[config.mk]
export PLATFORM = sky130hd
export DESIGN_NAME = dma_ch_arbiter
export DESIGN_NICKNAME = d
export VERILOG_FILES = /design/src/rtl/dma_arb_pkg.sv /design/src/rtl/dma_pick.sv /design/src/rtl/dma_arb_select.sv /design/src/rtl/dma_ch_arbiter.sv
export SDC_FILE = /design/constraint.sdc
export NUM_CORES = 1
export LEC_CHECK = 0
export CAP_MARGIN = 5
export CORE_MARGIN = 1.5
export CORE_UTILIZATION = 47
export CTS_BUF_LIST = sky130_fd_sc_hd__clkbuf_4 sky130_fd_sc_hd__clkbuf_8
export CTS_CLUSTER_SIZE = 30
export DETAILED_ROUTE_END_ITERATION = 10
export GPL_ROUTABILITY_DRIVEN = 0
export PLACE_DENSITY = 0.79
export SLEW_MARGIN = 20
export SYNTH_ARGS = -nofsm -noshare
export SYNTH_HDL_FRONTEND = slang
export SYNTH_SLANG_ARGS = --single-unit
export TNS_END_PERCENT = 20
[constraint.sdc]
create_clock -name clk -period 4.3 [get_ports clk]
set_input_delay 0.86 -clock clk [delete_from_list [all_inputs] [get_ports clk]]
set_output_delay 0.86 -clock clk [all_outputs]
set_load 0.03 [all_outputs]
[src/rtl/dma_arb_pkg.sv]
// Package: shared mode encoding for the DMA channel arbiter.
// Assumes nothing beyond IEEE 1800-2017 packages.
package dma_arb_pkg;
    typedef enum logic {
        ARB_FIXED = 1'b0,
        ARB_ROUND = 1'b1
    } arb_mode_e;
endpackage

[src/rtl/dma_pick.sv]
// Module: dma_pick
// Selects one of N requesters, either by largest key (ties go to the lower
// index) or by a rotating search that begins one past ptr.
// Assumes N >= 1; purely combinational.
module dma_pick
    import dma_arb_pkg::*;
#(
    parameter int N  = 4,
    parameter int KW = 3,
    localparam int IW = (N > 1) ? $clog2(N) : 1
) (
    input  logic [N-1:0]    vld,
    input  logic [N*KW-1:0] key,
    input  logic            rr_en,
    input  logic [IW-1:0]   ptr,
    output logic            any,
    output logic [IW-1:0]   win
);
    // Purpose: search the requesters in the order the selected mode gives.
    always_comb begin
        logic          found;
        logic [KW-1:0] best;
        int            idx;
        found = 1'b0;
        best  = '0;
        win   = '0;
        idx   = 0;
        if (arb_mode_e'(rr_en) == ARB_ROUND) begin
            for (int k = 0; k < N; k++) begin
                idx = (int'(ptr) + 1 + k) % N;
                if (!found && vld[idx]) begin
                    found = 1'b1;
                    win   = IW'(idx);
                end
            end
        end else begin
            for (int i = 0; i < N; i++) begin
                if (vld[i] && (!found || key[i*KW +: KW] > best)) begin
                    found = 1'b1;
                    best  = key[i*KW +: KW];
                    win   = IW'(i);
                end
            end
        end
    end

    assign any = |vld;
endmodule

[src/rtl/dma_arb_select.sv]
// Module: dma_arb_select
// First arbitration stage. Per-group channel pickers feed a group picker. The
// result is registered as the candidate, so the next stage sees it one edge
// later. The module also holds the round-robin pointers, which move on upd_vld.
// Assumes NUM_CH is a multiple of NUM_GRP; groups are contiguous index ranges.
module dma_arb_select #(
    parameter int NUM_CH    = 8,
    parameter int NUM_GRP   = 2,
    parameter int CH_PRI_W  = 3,
    parameter int GRP_PRI_W = 2,
    localparam int CPG   = NUM_CH / NUM_GRP,
    localparam int CH_W  = (NUM_CH > 1) ? $clog2(NUM_CH) : 1,
    localparam int OFF_W = (CPG > 1) ? $clog2(CPG) : 1,
    localparam int GRP_W = (NUM_GRP > 1) ? $clog2(NUM_GRP) : 1
) (
    input  logic                         clk,
    input  logic                         rst_n,
    input  logic [NUM_CH-1:0]            req_m,
    input  logic [NUM_CH*CH_PRI_W-1:0]   ch_pri,
    input  logic [NUM_GRP*GRP_PRI_W-1:0] grp_pri,
    input  logic                         grp_rr,
    input  logic                         ch_rr,
    input  logic                         upd_vld,
    input  logic [CH_W-1:0]              upd_ch,
    output logic                         cand_vld,
    output logic [CH_W-1:0]              cand_ch
);
    logic [OFF_W-1:0] cptr_q  [NUM_GRP];
    logic [GRP_W-1:0] gptr_q;
    logic [OFF_W-1:0] grp_win [NUM_GRP];
    logic [NUM_GRP-1:0] grp_any;
    logic             any_d;
    logic [GRP_W-1:0] gwin;
    logic [CH_W-1:0]  cand_d;
    logic [GRP_W-1:0] upd_grp;
    logic [OFF_W-1:0] upd_off;

    // One channel picker per group, all using the channel mode.
    for (genvar g = 0; g < NUM_GRP; g++) begin : g_grp
        dma_pick #(.N(CPG), .KW(CH_PRI_W)) u_ch (
            .vld   (req_m[g*CPG +: CPG]),
            .key   (ch_pri[g*CPG*CH_PRI_W +: CPG*CH_PRI_W]),
            .rr_en (ch_rr),
            .ptr   (cptr_q[g]),
            .any   (grp_any[g]),
            .win   (grp_win[g])
        );
    end

    // Group picker over the groups that have at least one requester.
    dma_pick #(.N(NUM_GRP), .KW(GRP_PRI_W)) u_grp (
        .vld   (grp_any),
        .key   (grp_pri),
        .rr_en (grp_rr),
        .ptr   (gptr_q),
        .any   (any_d),
        .win   (gwin)
    );

    // Purpose: turn the group and offset into a flat channel index.
    always_comb begin
        cand_d  = CH_W'(gwin) * CH_W'(CPG) + CH_W'(grp_win[gwin]);
        upd_grp = GRP_W'(int'(upd_ch) / CPG);
        upd_off = OFF_W'(int'(upd_ch) % CPG);
    end

    // Purpose: register the candidate (first arbitration cycle).
    always_ff @(posedge clk) begin
        if (!rst_n) begin
            cand_vld <= 1'b0;
            cand_ch  <= '0;
        end else begin
            cand_vld <= any_d;
            cand_ch  <= cand_d;
        end
    end

    // Purpose: move the rotation pointers to the channel just granted.
    always_ff @(posedge clk) begin
        if (!rst_n) begin
            gptr_q <= GRP_W'(NUM_GRP - 1);
            for (int g = 0; g < NUM_GRP; g++) cptr_q[g] <= OFF_W'(CPG - 1);
        end else if (upd_vld) begin
            gptr_q          <= upd_grp;
            cptr_q[upd_grp] <= upd_off;
        end
    end

    // A candidate always comes from a channel that was requesting and idle.
    AST_CAND_FROM_REQ: assert property (@(posedge clk) disable iff (!rst_n)
        cand_vld |-> |($past(req_m) & (NUM_CH'(1) << cand_ch)));
endmodule

[src/rtl/dma_ch_arbiter.sv]
// Module: dma_ch_arbiter (top)
// Second arbitration stage and run control. A registered candidate is granted
// when the engine is idle. Under fixed/fixed modes it can also preempt a
// preempt-enabled running channel of strictly lower priority. The suspended
// channel resumes on the preemptor's completion pulse.
// Assumes iter_done is a single-cycle pulse that refers to the granted channel.
module dma_ch_arbiter #(
    parameter int NUM_CH    = 8,
    parameter int NUM_GRP   = 2,
    parameter int CH_PRI_W  = 3,
    parameter int GRP_PRI_W = 2,
    localparam int CPG   = NUM_CH / NUM_GRP,
    localparam int CH_W  = (NUM_CH > 1) ? $clog2(NUM_CH) : 1,
    localparam int KEY_W = GRP_PRI_W + CH_PRI_W
) (
    input  logic                         clk,
    input  logic                         rst_n,
    input  logic [NUM_CH-1:0]            req,
    input  logic [NUM_CH*CH_PRI_W-1:0]   ch_pri,
    input  logic [NUM_CH-1:0]            ch_preempt_en,
    input  logic [NUM_GRP*GRP_PRI_W-1:0] grp_pri,
    input  logic                         grp_rr_mode,
    input  logic                         ch_rr_mode,
    input  logic                         iter_done,
    output logic                         grant_valid,
    output logic [CH_W-1:0]              grant_ch,
    output logic                         preempt,
    output logic [NUM_CH-1:0]            ch_active
);
    logic            run_vld, susp_vld;
    logic [CH_W-1:0] run_ch, susp_ch;
    logic            cand_vld;
    logic [CH_W-1:0] cand_ch;
    logic [NUM_CH-1:0] req_m;
    logic            take_idle, take_pre, preempt_ok;

    // Purpose: combined priority of a channel, group field on top.
    function automatic logic [KEY_W-1:0] prio_key(input logic [CH_W-1:0] c);
        int g;
        g = int'(c) / CPG;
        return {grp_pri[g*GRP_PRI_W +: GRP_PRI_W], ch_pri[int'(c)*CH_PRI_W +: CH_PRI_W]};
    endfunction

    // Purpose: flag the running and suspended channels.
    always_comb begin
        ch_active = '0;
        if (run_vld)  ch_active[run_ch]  = 1'b1;
        if (susp_vld) ch_active[susp_ch] = 1'b1;
    end

    assign req_m = req & ~ch_active;

    dma_arb_select #(
        .NUM_CH(NUM_CH), .NUM_GRP(NUM_GRP),
        .CH_PRI_W(CH_PRI_W), .GRP_PRI_W(GRP_PRI_W)
    ) u_sel (
        .clk      (clk),
        .rst_n    (rst_n),
        .req_m    (req_m),
        .ch_pri   (ch_pri),
        .grp_pri  (grp_pri),
        .grp_rr   (grp_rr_mode),
        .ch_rr    (ch_rr_mode),
        .upd_vld  (take_idle | take_pre),
        .upd_ch   (cand_ch),
        .cand_vld (cand_vld),
        .cand_ch  (cand_ch)
    );

    // Purpose: decide between an idle grant and a preemption this cycle.
    always_comb begin
        preempt_ok = run_vld && !susp_vld && !grp_rr_mode && !ch_rr_mode &&
                     ch_preempt_en[run_ch] && cand_vld &&
                     (prio_key(cand_ch) > prio_key(run_ch));
        take_idle  = !run_vld && cand_vld;
        take_pre   = preempt_ok && !iter_done;
    end

    // Purpose: running/suspended slots (second arbitration cycle).
    always_ff @(posedge clk) begin
        if (!rst_n) begin
            run_vld  <= 1'b0;
            run_ch   <= '0;
            susp_vld <= 1'b0;
            susp_ch  <= '0;
        end else if (run_vld && iter_done) begin
            if (susp_vld) begin
                run_ch   <= susp_ch;
                susp_vld <= 1'b0;
            end else begin
                run_vld  <= 1'b0;
            end
        end else if (take_idle) begin
            run_vld <= 1'b1;
            run_ch  <= cand_ch;
        end else if (take_pre) begin
            susp_vld <= 1'b1;
            susp_ch  <= run_ch;
            run_ch   <= cand_ch;
        end
    end

    assign grant_valid = run_vld;
    assign grant_ch    = run_ch;
    assign preempt     = susp_vld;

    AST_SUSPENDED_KEEPS_ACTIVE: assert property (@(posedge clk) disable iff (!rst_n)
        $rose(preempt) |-> ($countones(ch_active) == 2) && ch_active[$past(grant_ch)]);
    AST_RESUME_ON_DONE: assert property (@(posedge clk) disable iff (!rst_n)
        preempt && iter_done |=> !preempt && grant_valid);
    AST_SINGLE_LEVEL: assert property (@(posedge clk) disable iff (!rst_n)
        preempt && !iter_done |=> preempt && $stable(grant_ch));
    AST_PREEMPT_FIXED_ONLY: assert property (@(posedge clk) disable iff (!rst_n)
        $rose(preempt) |-> !$past(grp_rr_mode) && !$past(ch_rr_mode));
    AST_RR_HOLDS_GRANT: assert property (@(posedge clk) disable iff (!rst_n)
        grant_valid && !iter_done && (grp_rr_mode || ch_rr_mode)
        |=> grant_valid && $stable(grant_ch));
    AST_IDLE_DONE_INERT: assert property (@(posedge clk) disable iff (!rst_n)
        !grant_valid && iter_done |=> !preempt);
endmodule

==> flow_summary.yaml <==
floorplan:
  num_io_pins: 62
  std_cell_rows: 26
  fp.dieW_um: 77.29
  die-height_um: 77.29
  core_area_sq_um: 5205
  dieArea_sq_um: 5973
  initial_core_util_pct: 49.83
synthesis:
  synth_area_per_cell_sq_um: 8.476
  synth_top_area_share_pct: 12.06
  synth_most_common_cell: "ha_1"
  synthCells: 306
  synthFlopType: "dfxtp_1"
  synthTopCellsByCount: "25 x ha_1, 23 x nand2_1, 22 x nor2_1, 20 x o21ai_0, 18 x inv_1"
  ys_seq_elements: 17
  syn-cell-area_sq_um: 2594
  synth_top_cell_by_area: "ha_1"
  netlist_top_cells_area: "ha_1 12%, dfxtp_1 10%, mux4_2 6.9%"
  synthArstFlopShare_pct: 0
  yosysWarnings: 0
  synth_edf_count: 4
  syn-num-nets: 380
  yosysSeqAreaShare_pct: 14.66
  ys_types: 59
place:
  place_worst_setup_slack_ps: -804.4
  dpl_cell_area_sq_um: 3536
  dp_hpwl_um: 6295
  io_buffers: 61
  dp_cells: 463
final_layout:
  final_nets: 498
  design_area_sq_um: 3864
  drive_above_1_share_pct: 32.15
  areaGrowthSynthToFinish_pct: 48.96
  diodes: 0
  post_layout_nonfiller_instances: 493
global_route:
  grt_max_degree: 22
  grt_use_total_pct: 28.08
  grt_pass1_wl_um: 13470
  grt_pass1_vias: 2835
  antenna_found_initial: 0
  grt-ovfl-total: 0
sta:
  setup-violations-final: 2
  slew_violations: 0
  hold_violations: 0
  finClkSkew_ps: 3.055
  fin_crit_sh_pct: 107.6
  tightest_slew_ps: 576.6
  fmax_mhz: 216.1
  layout_setup_ws_ps: -327.8
  tns_ps: -643.3
  rsz0062_at_grt: "true"
  relSlewSlack_pct: 61.51
  finalWorstPathRequiredPeriod_ps: 4628
routing:
  met3WireLength_um: 524
  met1_length_um: 3558
  vias: 2944
  first_iter_violations: 217
  dr_wl_met2_um: 4387
  wire_per_inst_um: 17.48
  dr.max_layer_used: "met4"
  drc: 0
  vias_per_cell: 5.972
  finalWirelength_um: 8616
  drtPass1Iterations: 5
  ant_nets: 0
run_status:
  status: "finished, violations left"
  violations: "setup timing"
setup_path:
  rr_worst_depth: 25
  worstSetupPathType: "input port to flop"
  timing.critical_path.arrival_ps: 4800
  timing.rr.start: "susp_ch[0]"
  endpoint_kind: "flop"
  r2r_slack_ps: -320
  rr_endpoint: "u_sel.cand_ch[1]"
  cp.required_ps: 4470
  cp_max_fo: 6
  critPathLaunchType: "input port"
clock_network:
  cts_tree: "done"
  cts-root-buf: "clkbuf_8"
  cts_buffers: 3
  hold_buffers: 0
  htreeDepth: 1
  clk_pin_slew_ps: 70
  cts_buffer_depth: 2
  clock_latency_ps: 250
  cts_sinks: 17
run:
  maxCapViolations: 0
power_and_ir_drop:
  vdd_ir_drop_max_v: 0.0002334
  p_per_area_nw_per_um2: 215.3
  p_leak_nw: 1.623
  total_power_mw: 0.8318
min_path:
  hold_start: "u_sel.gptr_q"
  hold_end: "u_sel.gptr_q"
  holdPathStages: 2
  hold_class: "flop to flop"
==> layer usage <==
metal | vias to the layer above | GRT usage, %
li1 | 1393 | -
met2 | 116 | 50.35
met5 | - | 0
met3 | 17 | 5.357
met1 | 1418 | 34.13
met4 | 0 | 7.091
==> logic make-up after synthesis <==
logic type	share of synthesized area, %
buf+inv	6.464
mux	18.28
fa+ha+maj	12.06
flops	14.66
compound gates	26.63
simple gates	21.90
==> report_power, final <==
group	total, mW	switching, mW	leakage [nW]	internal (mW)
combinational	0.514	0.231	1.46	0.282
clock	0.119	0.0546	0.0255	0.0643
sequential	0.199	0.0239	0.140	0.175
==> flip-flops by register name (all words and copies together), names as in the netlist <==
| signal | count |
|---|---|
| u_sel.cand_vld | 1 |
| susp_ch | 3 |
| u_sel.cand_ch | 3 |
| u_sel.gptr_q | 1 |
| preempt | 1 |
| grant_valid | 1 |
| grant_ch | 3 |
| u_sel.cptr_q | 4 |
==> area by class of cell <==
| cell class | instances | area [sq um] |
|---|---|---|
| Clock inverter | 1 | 5.005 |
| Multi-Input combinational cell | 256 | 2158 |
| Clock buffer | 3 | 41.29 |
| Timing Repair Buffer | 128 | 1117 |
| Inverter | 18 | 67.56 |
| Tap cell | 70 | 87.58 |
| Sequential cell | 17 | 386.6 |
| Fill cell | 382 | 1341 |
==> worst max-delay path, stage by stage <==
cell	delay (ps)
buf_6	70
o221a_4	200
nand2_4	60
ha_4	210
nor2b_1	120
o21a_1	160
o21ai_1	140
nand2_1	120
nand2_2	130
mux2i_2	260
ha_1	280
nor2b_1	150
o21a_1	200
o21ai_2	140
a21o_4	170
nor2_1	50
a21o_1	180
ha_4	270
nor2b_4	120
o21ai_1	70
a32oi_1	210
o21ai_1	110
a21oi_2	140
a31oi_1	70
a221oi_2	280
==> cells in the final DEF (no fill, tap or decap), types with 5 or more instances in the layout <==
master / n
a21oi_1: 7
mux4_2: 8
dfxtp_1: 8
o21a_1: 7
inv_1: 18
nand3_1: 7
a22oi_1: 5
mux2i_1: 14
ha_1: 21
o21ai_0: 14
nor2b_1: 10
nor3_1: 6
mux2_2: 7
o21ai_1: 10
dfxtp_2: 5
clkdlybuf4s50_1: 52
dlygate4sd2_1: 5
nand2b_1: 8
o22ai_1: 11
nor2_1: 22
nand2_1: 21
buf_4: 66
==> timing repair <==
action | in CTS | in global routing
setup endpoints to repair | 2 | 2
gates resized for setup | 29 | 6
pin swaps | 24 | 12
buffers inserted | 25 | 1
==> through the flow <==
stage | utilization, % | hold WS, ps
global placement | 67.93 | 494.6
global route | 74.23 | 564.4
CTS | 73.63 | 526.4
finish | 74.23 | 528.0
floorplan | - | 470.0
detailed placement | 67.93 | 506.0
==> worst max-delay path by stage <==
stage	cells after the start	start	endpoint	slack, ps
after floorplan	24	req[4]	u_sel.cand_ch[1]	-20
after global placement	25	req[4]	u_sel.cand_ch[1]	-730
after detailed placement	25	req[4]	u_sel.cand_ch[1]	-800
after CTS	25	req[4]	u_sel.cand_ch[1]	-160
after global routing	25	susp_ch[0]	u_sel.cand_ch[0]	-500
final	25	req[4]	u_sel.cand_ch[1]	-330
Note: power is estimated with default switching activity, not from simulation.
